--- src/rtl/aes_bs_pkg.sv ---
package aes_bs_pkg;

  localparam int RNDW = 4;

  typedef enum logic [2:0] {
    KS_CHAIN    = 3'd0,
    KS_SUB_RCON = 3'd1,
    KS_SUB      = 3'd2,
    KS_SUB_ROT  = 3'd3,
    KS_PASS     = 3'd4
  } ks_step_e;

  // multiply by x in GF(2^8), modulus x^8+x^4+x^3+x+1
  function automatic logic [7:0] gf_xtime(input logic [7:0] a);
    return {a[6:0], 1'b0} ^ (a[7] ? 8'h1B : 8'h00);
  endfunction

  // round constant: x^r in GF(2^8)
  function automatic logic [7:0] rcon_of(input logic [RNDW-1:0] r);
    logic [7:0] v;
    v = 8'h01;
    for (int i = 0; i < (1 << RNDW) - 1; i++) begin
      if (i < int'(r)) v = gf_xtime(v);
    end
    return v;
  endfunction

endpackage

--- src/rtl/aes_bs_seq.sv ---
module aes_bs_seq
  import aes_bs_pkg::*;
#(
  parameter int NBYTES  = 16,
  parameter int NROUNDS = 10,
  parameter int POSW    = $clog2(NBYTES)
) (
  input  logic            clk,
  input  logic            rst,
  input  logic            go,
  input  logic            adv,
  output logic [POSW-1:0] pos,
  output logic [RNDW-1:0] round,
  output logic            busy
);

  localparam logic [POSW-1:0] P_LAST = POSW'(NBYTES - 1);
  localparam logic [RNDW-1:0] R_LAST = RNDW'(NROUNDS - 1);

  logic wrap;
  assign wrap = (pos == P_LAST);

  always_ff @(posedge clk) begin
    if (rst) begin
      pos   <= '0;
      round <= '0;
      busy  <= 1'b0;
    end else if (go) begin
      pos   <= '0;
      round <= '0;
      busy  <= 1'b1;
    end else begin
      if (adv) pos <= wrap ? '0 : pos + POSW'(1);
      if (busy && wrap) begin
        if (round == R_LAST) begin
          busy  <= 1'b0;
          round <= '0;
        end else begin
          round <= round + RNDW'(1);
        end
      end
    end
  end

endmodule

--- src/rtl/aes_bs_decode.sv ---
module aes_bs_decode
  import aes_bs_pkg::*;
#(
  parameter int NBYTES  = 16,
  parameter int NROUNDS = 10,
  parameter int COLW    = 4,
  parameter int POSW    = $clog2(NBYTES)
) (
  input  logic [POSW-1:0] pos,
  input  logic [RNDW-1:0] round,
  input  logic            busy,
  input  logic            load,
  input  logic            unload,
  output logic            col_start,
  output logic            col_end,
  output logic            mix_en,
  output ks_step_e        ks_step,
  output logic [7:0]      rcon,
  output logic            load_en,
  output logic            shift_en,
  output logic            out_valid
);

  localparam int CW = $clog2(COLW);
  localparam logic [RNDW-1:0] R_LAST = RNDW'(NROUNDS - 1);
  localparam logic [POSW-1:0] P_ROT  = POSW'(COLW - 1);
  localparam logic [POSW-1:0] P_PASS = POSW'(NBYTES - COLW);

  logic [CW-1:0] in_col;
  assign in_col = pos[CW-1:0];

  always_comb begin
    mix_en    = busy && (round != R_LAST);
    col_start = mix_en && (in_col == '0);
    col_end   = mix_en && (in_col == CW'(COLW - 1));
    load_en   = load && !busy;
    out_valid = unload && !busy;
    shift_en  = busy || out_valid;
    rcon      = rcon_of(round);
    if (pos == '0)          ks_step = KS_SUB_RCON;
    else if (pos < P_ROT)   ks_step = KS_SUB;
    else if (pos == P_ROT)  ks_step = KS_SUB_ROT;
    else if (pos >= P_PASS) ks_step = KS_PASS;
    else                    ks_step = KS_CHAIN;
  end

endmodule

--- src/rtl/aes_bs_ctrl.sv ---
module aes_bs_ctrl
  import aes_bs_pkg::*;
#(
  parameter int NBYTES  = 16,
  parameter int NROUNDS = 10,
  parameter int COLW    = 4
) (
  input  logic       clk,
  input  logic       rst,
  input  logic       load_i,
  input  logic       start_i,
  input  logic       unload_i,
  output logic       busy_o,
  output logic [3:0] pos_o,
  output logic [3:0] round_o,
  output logic [3:0] ks_seq_o,
  output logic [2:0] ks_step_o,
  output logic [7:0] rcon_o,
  output logic       col_start_o,
  output logic       mix_en_o,
  output logic       mix_take_o,
  output logic       load_en_o,
  output logic       shift_en_o,
  output logic       out_valid_o
);

  localparam int POSW = $clog2(NBYTES);

  logic [POSW-1:0] pos;
  logic [RNDW-1:0] round;
  logic            busy, go, col_end, load_en, shift_en;
  ks_step_e        ks_step;

  assign go = start_i && !busy;

  aes_bs_seq #(.NBYTES(NBYTES), .NROUNDS(NROUNDS), .POSW(POSW)) u_seq (
    .clk(clk), .rst(rst), .go(go), .adv(load_en || shift_en),
    .pos(pos), .round(round), .busy(busy)
  );

  aes_bs_decode #(.NBYTES(NBYTES), .NROUNDS(NROUNDS), .COLW(COLW), .POSW(POSW)) u_dec (
    .pos(pos), .round(round), .busy(busy), .load(load_i), .unload(unload_i),
    .col_start(col_start_o), .col_end(col_end), .mix_en(mix_en_o),
    .ks_step(ks_step), .rcon(rcon_o), .load_en(load_en),
    .shift_en(shift_en), .out_valid(out_valid_o)
  );

  always_ff @(posedge clk) begin
    if (rst) mix_take_o <= 1'b0;
    else     mix_take_o <= col_end;
  end

  assign busy_o     = busy;
  assign pos_o      = 4'(pos);
  assign ks_seq_o   = 4'(pos);
  assign round_o    = 4'(round);
  assign ks_step_o  = 3'(ks_step);
  assign load_en_o  = load_en;
  assign shift_en_o = shift_en;

endmodule

--- config.mk ---
export PLATFORM = sky130hd
export DESIGN_NAME = aes_bs_ctrl
export DESIGN_NICKNAME = d
export VERILOG_FILES = /design/src/rtl/aes_bs_pkg.sv /design/src/rtl/aes_bs_seq.sv /design/src/rtl/aes_bs_decode.sv /design/src/rtl/aes_bs_ctrl.sv
export SDC_FILE = /design/constraint.sdc
export NUM_CORES = 1
export LEC_CHECK = 0
export ABC_AREA = 1
export BUFFER_PORTS_ARGS = -buffer_cell sky130_fd_sc_hd__buf_2
export CAP_MARGIN = 40
export CORE_ASPECT_RATIO = 1.4
export CORE_MARGIN = 2
export CORE_UTILIZATION = 56
export DETAILED_ROUTE_END_ITERATION = 10
export GPL_TIMING_DRIVEN = 0
export PLACE_DENSITY = 0.85
export SYNTH_ARGS = -nofsm -noshare
export SYNTH_HDL_FRONTEND = slang
export SYNTH_HIERARCHICAL = 1
export SYNTH_SLANG_ARGS = --single-unit
--- constraint.sdc ---
create_clock -name clk -period 3.68 [get_ports clk]
set_clock_uncertainty 0.1 [all_clocks]
set_input_delay 0.368 -clock clk [delete_from_list [all_inputs] [get_ports clk]]
set_output_delay 0.368 -clock clk [all_outputs]
set_load 0.01 [all_outputs]
**After elaboration in Yosys (flattened, before gate mapping)**

Index checks and enable logic that the tools add are counted.

- Register bits after elaboration: 10
- Input port bits: 5
- Word-level logic and storage cells: 96

- Add/sub/neg operators: 2
- Multiplexer cells: 38
- Order comparisons: 17
- Reductions and logical operators: 16
- Bitwise logic cells: 14
- Eq/ne operators: 5

Operators by type and width:

| cell | count |
|---|---|
| 2-to-1 mux 8 bit | 14 |
| bitwise XOR 8 bit | 13 |
| 2-to-1 mux 5 bit | 14 |
| < comparator 4 bit, first input constant | 7 |
| < comparator 3 x 4 -> 1 bit, first input constant | 4 |
| 2-to-1 mux 3 bit | 4 |
| adder 4 x 1 -> 4 bit, second input constant | 2 |
| equality test 4 bit, second input constant | 2 |
| < comparator 1 x 4 -> 1 bit, first input constant | 2 |
| < comparator 2 x 4 -> 1 bit, first input constant | 2 |
| 2-to-1 mux 4 bit | 2 |
| bitwise XOR 3 x 8 -> 8 bit | 1 |
| logical AND 1 bit | 7 |
| equality test 4 x 2 -> 1 bit, second input constant | 1 |
| greater-or-equal comparator 4 bit, second input constant | 1 |
| logical NOT 4 bit | 1 |
| < comparator 4 x 2 -> 1 bit, second input constant | 1 |
| != test 4 bit, second input constant | 1 |
| nonzero test 2 bit | 2 |
| 2-to-1 mux 1 bit | 3 |
| equality test 2 bit, second input constant | 1 |
| logical NOT 2 bit | 1 |
| logical OR 1 bit | 2 |
| 2-to-1 mux 2 bit | 1 |
| 3 further kinds | 3 |

**Depth between registers and ports, before layout**

- Depth in word-level cells: 43
- Gate-level depth with buffers: 20

**Modules after synthesis**

The synthesis kept the hierarchy.

By module, submodules not included:

| module | seq. area each (µm²) | instances | area each (µm²) | cells an instance |
|---|---|---|---|---|
| aes_bs_decode | 0.0 | 1 | 745.7 | 138 |
| aes_bs_seq | 180.2 | 1 | 439.2 | 66 |
| aes_bs_ctrl | 20.0 | 1 | 81.3 | 12 |

**Least setup slack after synthesis**

OpenSTA, ideal clock, no wires.

- Path type: flip-flop to output port
- Start point: register u_seq.round[1]
- End point: output port rcon_o[7]
- Stages on the path, launching flop included: 19
- Required time: 3.212 ns
- Arrival: 2.129 ns
- Buffers on the path: 1
- Slack: 1.083 ns
- Cells stage by stage: dfxtp_1 -> buf_6 -> nor2_4 -> nand2_1 -> ha_1 -> inv_1 -> nor2_2 -> inv_1 -> nand2_1 -> nand2_1 -> nand2_1 -> nand2_1 -> nand2_1 -> nand2_2 -> nand2_1 -> nand2_2 -> nand3_1 -> nand2_1 -> a21boi_1

- Word-level cells in the longest chain between the ends: 32

RTL lines:

| element | line | text |
|---|---|---|
| from (decl) | aes_bs_seq.sv:13 | `output logic [RNDW-1:0] round,` |
| from (signal assigned) | aes_bs_seq.sv:39 | `round <= round + RNDW'(1);` |
| < comparator 1 x 4 -> 1 bit | aes_bs_pkg.sv:23 | `if (i < int'(r)) v = gf_xtime(v);` |
| 2-to-1 mux 2 bit | aes_bs_pkg.sv:23 |  |
| bitwise XOR 3 x 8 -> 8 bit | aes_bs_pkg.sv:15 | `return {a[6:0], 1'b0} ^ (a[7] ? 8'h1B : 8'h00);` |
| 2-to-1 mux 8 bit | aes_bs_pkg.sv:23 |  |
| bitwise XOR 8 bit | aes_bs_pkg.sv:15 |  |
| 2-to-1 mux 8 bit | aes_bs_pkg.sv:23 |  |
| bitwise XOR 8 bit | aes_bs_pkg.sv:15 |  |
| 2-to-1 mux 8 bit | aes_bs_pkg.sv:23 |  |
| (+16 left out) | -- |  |
| bitwise XOR 8 bit | aes_bs_pkg.sv:15 |  |
| 2-to-1 mux 8 bit | aes_bs_pkg.sv:23 |  |
| bitwise XOR 8 bit | aes_bs_pkg.sv:15 |  |
| 2-to-1 mux 8 bit | aes_bs_pkg.sv:23 |  |
| bitwise XOR 8 bit | aes_bs_pkg.sv:15 |  |
| 2-to-1 mux 8 bit | aes_bs_pkg.sv:23 |  |
| bitwise XOR 8 bit | aes_bs_pkg.sv:15 |  |
| 2-to-1 mux 8 bit * | aes_bs_pkg.sv:23 |  |
| to (decl) | aes_bs_ctrl.sv:18 | `output logic [7:0] rcon_o,` |

Mark *: on every way between the ends. The rest lies on a longest branch, timed or not.

**Final worst setup path**

- Start point: register u_seq.round[1]
- End point: output port rcon_o[4]

- Word-level cells in the longest chain between the ends: 32

RTL lines:

| element | line |
|---|---|
| < comparator 1 x 4 -> 1 bit | aes_bs_pkg.sv:23 |
| 2-to-1 mux 2 bit / 2-to-1 mux 8 bit (equally long branches) | aes_bs_pkg.sv:23 |
| bitwise XOR 3 x 8 -> 8 bit / 2-to-1 mux 5 bit (equally long branches) | aes_bs_pkg.sv:15 |
| 2-to-1 mux 8 bit / bitwise XOR 8 bit (equally long branches) | aes_bs_pkg.sv:23, aes_bs_pkg.sv:15 |
| bitwise XOR 8 bit / 2-to-1 mux 8 bit (equally long branches) | aes_bs_pkg.sv:15, aes_bs_pkg.sv:23 |
| 2-to-1 mux 8 bit / bitwise XOR 8 bit (equally long branches) | aes_bs_pkg.sv:23, aes_bs_pkg.sv:15 |
| bitwise XOR 8 bit / 2-to-1 mux 8 bit (equally long branches) | aes_bs_pkg.sv:15, aes_bs_pkg.sv:23 |
| 2-to-1 mux 8 bit / bitwise XOR 8 bit (equally long branches) | aes_bs_pkg.sv:23, aes_bs_pkg.sv:15 |
| (+16 left out) | -- |
| bitwise XOR 8 bit / 2-to-1 mux 8 bit (equally long branches) | aes_bs_pkg.sv:15, aes_bs_pkg.sv:23 |
| 2-to-1 mux 8 bit / bitwise XOR 8 bit (equally long branches) | aes_bs_pkg.sv:23, aes_bs_pkg.sv:15 |
| bitwise XOR 8 bit / 2-to-1 mux 8 bit (equally long branches) | aes_bs_pkg.sv:15, aes_bs_pkg.sv:23 |
| 2-to-1 mux 8 bit, or another cell as far along | aes_bs_pkg.sv:23 |
| bitwise XOR 8 bit / 2-to-1 mux 8 bit (equally long branches) | aes_bs_pkg.sv:15, aes_bs_pkg.sv:23 |
| 2-to-1 mux 8 bit / 2-to-1 mux 5 bit (equally long branches) | aes_bs_pkg.sv:23, aes_bs_pkg.sv:15 |
| bitwise XOR 8 bit | aes_bs_pkg.sv:15 |
| 2-to-1 mux 8 bit * | aes_bs_pkg.sv:23 |

Marked as above.

==> reports/results.ini <==
[setup_path]
r2r-end = mix_take_o$_SDFF_PP0_
end_kind = output port
critPathKind = reg -> out
cp_data_required_time_ns = 3.21
critical_path.slowest_cell = dfxtp_1
crit_path_cell_trace = buf_6 > nor2_4 > nand2_1 > ha_1 > inv_1 > nor2_2 > inv_1 > nand2_1 > nand2_1 > nand2_1 > nand2_1 > nand2_1 > nand2_2 > nand2_1 > nand2_2 > nand3_2 > nand3_2 > nand2_1 > nand2_1 > nand2_1 > buf_2
max_stage_delay_ns = 0.37
crit_fanout = 8
worstRegToRegCells = 10
path_common_cell = nand2_1
reg2reg_from = u_seq/round[1]$_SDFFE_PP0P_
ff2ff_setup_slack_ns = 2.08
cp.arrival_ns = 2.70
cp-start-kind = flip-flop
setup.worst_path.end = rcon_o[4]
crit_start = u_seq/round[1]$_SDFFE_PP0P_

[floorplan]
die_w_um = 44.2
rows = 20
initial_core_util_pct = 58.8
die_y_um = 60.3
coreArea_um2 = 2150
dieArea_um2 = 2660
boundaryPins = 35

[sta]
hold_viol_final = 0
min_period_ns = 3.17
fmax_ghz = 0.315
worstMarginPinSlew_ns = 0.479
rsz0062_at_grt = false
worst_slack_ns = 0.510
fin_setup_tns_ns = 0
min_period_over_period_pct = 86.1
finalSetupViolCount = 0
slew_violations = 0
slew_headroom_pct = 67.6

[run]
maxCapViolations = 0

[drt]
drt_iter0_drc = 29
dr.pass1.iters = 4
viasPerCell = 5.32
wl_um = 3020
drcViolationCount = 0
routedWlPerCell_um = 10.9
drtAntennaViolNets = 0
vias = 1467

[cells_and_area]
fillerInstances = 224
synthToLayoutAreaGrowth_pct = 18.5
fin_area_um2 = 1500
ff_latch_area_um2 = 200
final_layout_size_suffix_gt1_share_pct = 31.1
antenna_cells = 0
nNetsFinal = 263
fin_util_pct = 69.7
multi_input_area_um2 = 843

[synthesis]
synthFlopType = dfxtp_1
synth_area_um2 = 1270
synth-async-reset-ratio_pct = 0
synth-seq-area-share_pct = 15.8
synth_seq_cells = 10
synth-edff-count = 0
syn_nets = 224
avgSynthCellArea_um2 = 5.86
synth_cell_type_count = 29
yosys_warnings = 6
synth_cells = 216

[clock_tree]
htreeDepth = 1
clk_latency_ns = 0.27
cts_root_buffer = clkbuf_4
hold_buffers = 0
cts.sinks = 10
cts-resized-gates = 0
path_clk_slew_ns = 0.07
cts_setup_buffers = 0
cts.path.max_buffers = 2
cts_tree = yes
numCtsBuffers = 3

[hold_path]
min_path_cells = 2
hold_path_class = in -> reg

[grt]
grt_max_degree = 11
grt_pass1_vias = 1255
grt_usage_pct = 25.0
grt_overflow = 0
grt_pass1_wl_um = 4990
antenna_found_initial = 0

[run_status]
outcome = finished clean

[place]
io_buffers = 34
place_congestion = 0.941
dpl_cell_area_um2 = 1460
dp_hpwl_um = 2470
place_ws_ns = 0.812

[power_and_ir_drop]
p_leak_nw = 0.839
max-vdd-ir-drop_v = 0.000188
powerDensity_nw_per_um2 = 178
p_total_mw = 0.266

==> per-layer routing <==
layer	wire length, µm	global-route usage, %
met1	1140	25.3
met2	1720	48.1
met3	82	2.11
met4	82	14.3
met5	0	0
==> how the worst min path moves through the flow <==
stage / slack, ns / startpoint / to
floorplan: 0.33 / rst / mix_take_o$_SDFF_PP0_
finish: 0.19 / rst / mix_take_o$_SDFF_PP0_
global placement: 0.40 / u_seq/round[2]$_SDFFE_PP0P_ / u_seq/round[2]$_SDFFE_PP0P_
detailed placement: 0.41 / u_seq/round[2]$_SDFFE_PP0P_ / u_seq/round[2]$_SDFFE_PP0P_
global route: 0.19 / rst / mix_take_o$_SDFF_PP0_
CTS: 0.18 / rst / mix_take_o$_SDFF_PP0_
==> cell families after synthesis <==
family                     count (synthesis)  share of synthesized area (%)
adders and majority gates                  3                           2.96
and+or+nand+nor                          114                           43.6
AOI/OAI and AO/OA                         41                           20.1
DFF                                       10                           15.8
buffers and inverters                     48                           17.6
==> flip-flops by register name, indices dropped and copies added (netlist names) <==
register / flops
u_seq/pos: 4
u_seq/round: 4
mix_take_o: 1
u_seq/busy: 1
==> cell usage after synthesis (2+ instances only) <==
cell,instances,area share (%)
nand2_1,54,16
a21oi_1,12,4.7
nand3_1,14,5.5
a211oi_1,2,1.2
nor2_1,20,5.9
o21ai_1,4,1.6
o211ai_1,4,2.4
o21ai_2,3,2.1
nand2_2,8,4.0
inv_1,36,11
buf_4,4,2.4
nor2_2,6,3.0
inv_2,4,1.2
dfxtp_1,10,16
ha_1,3,3.0
o21ai_0,11,4.3
nand3_2,6,4.7
buf_6,3,2.7
nor2_4,2,1.8
==> critical path, delay by kind of cell (launching register included) <==
| family | cells | cell delay, ns |
|---|---|---|
| flip-flops | 1 | 0.37 |
| AND/OR/NAND/NOR | 16 | 1.28 |
| buffers and inverters | 4 | 0.43 |
| adder cells (fa/ha/maj) | 1 | 0.34 |
==> stage by stage <==
stage,std cells,hold slack [ns]
global placement,272,0.404
global route,276,0.189
CTS,276,0.183
floorplan,216,0.335
detailed placement,272,0.409
finish,276,0.193
==> placed cells by master, fill, tap and decap left out <==
master     count
o21ai_0       11
nand4_2        1
dfxtp_1       10
clkbuf_4       3
nand2_1       54
nor2_1        20
inv_1         36
buf_6          3
nand3_1       14
nor3_1         1
o211ai_1       4
o21ai_1        4
nor2_4         2
o21ai_2        3
inv_2          4
inv_6          1
o311ai_0       1
nand2_2        8
nor3_2         1
ha_1           3
clkbuf_8       1
buf_2         34
a31oi_1        1
a211oi_1       2
o2111ai_1      1
a21oi_1       12
buf_4          4
a21boi_1       1
or2_2          1
nand3_2        6
a21oi_4        1
nor2_2         6
==> area by class of cell <==
class                   count  area share [%]
plain buffers               7            4.25
clock buffers               4            2.42
inverters                  41            10.6
multi-input cells         158            56.2
flip-flops and latches     10            13.3
well taps                  22            1.83
repair buffers             34            11.3
==> power breakdown <==
part	switching, mW	internal, mW	total, mW
Sequential	0.00613	0.111	0.118
Combinational	0.0276	0.0209	0.0486
Clock	0.0401	0.0602	0.100
Total	0.0738	0.193	0.266
Power figures use the tool's default switching activity.
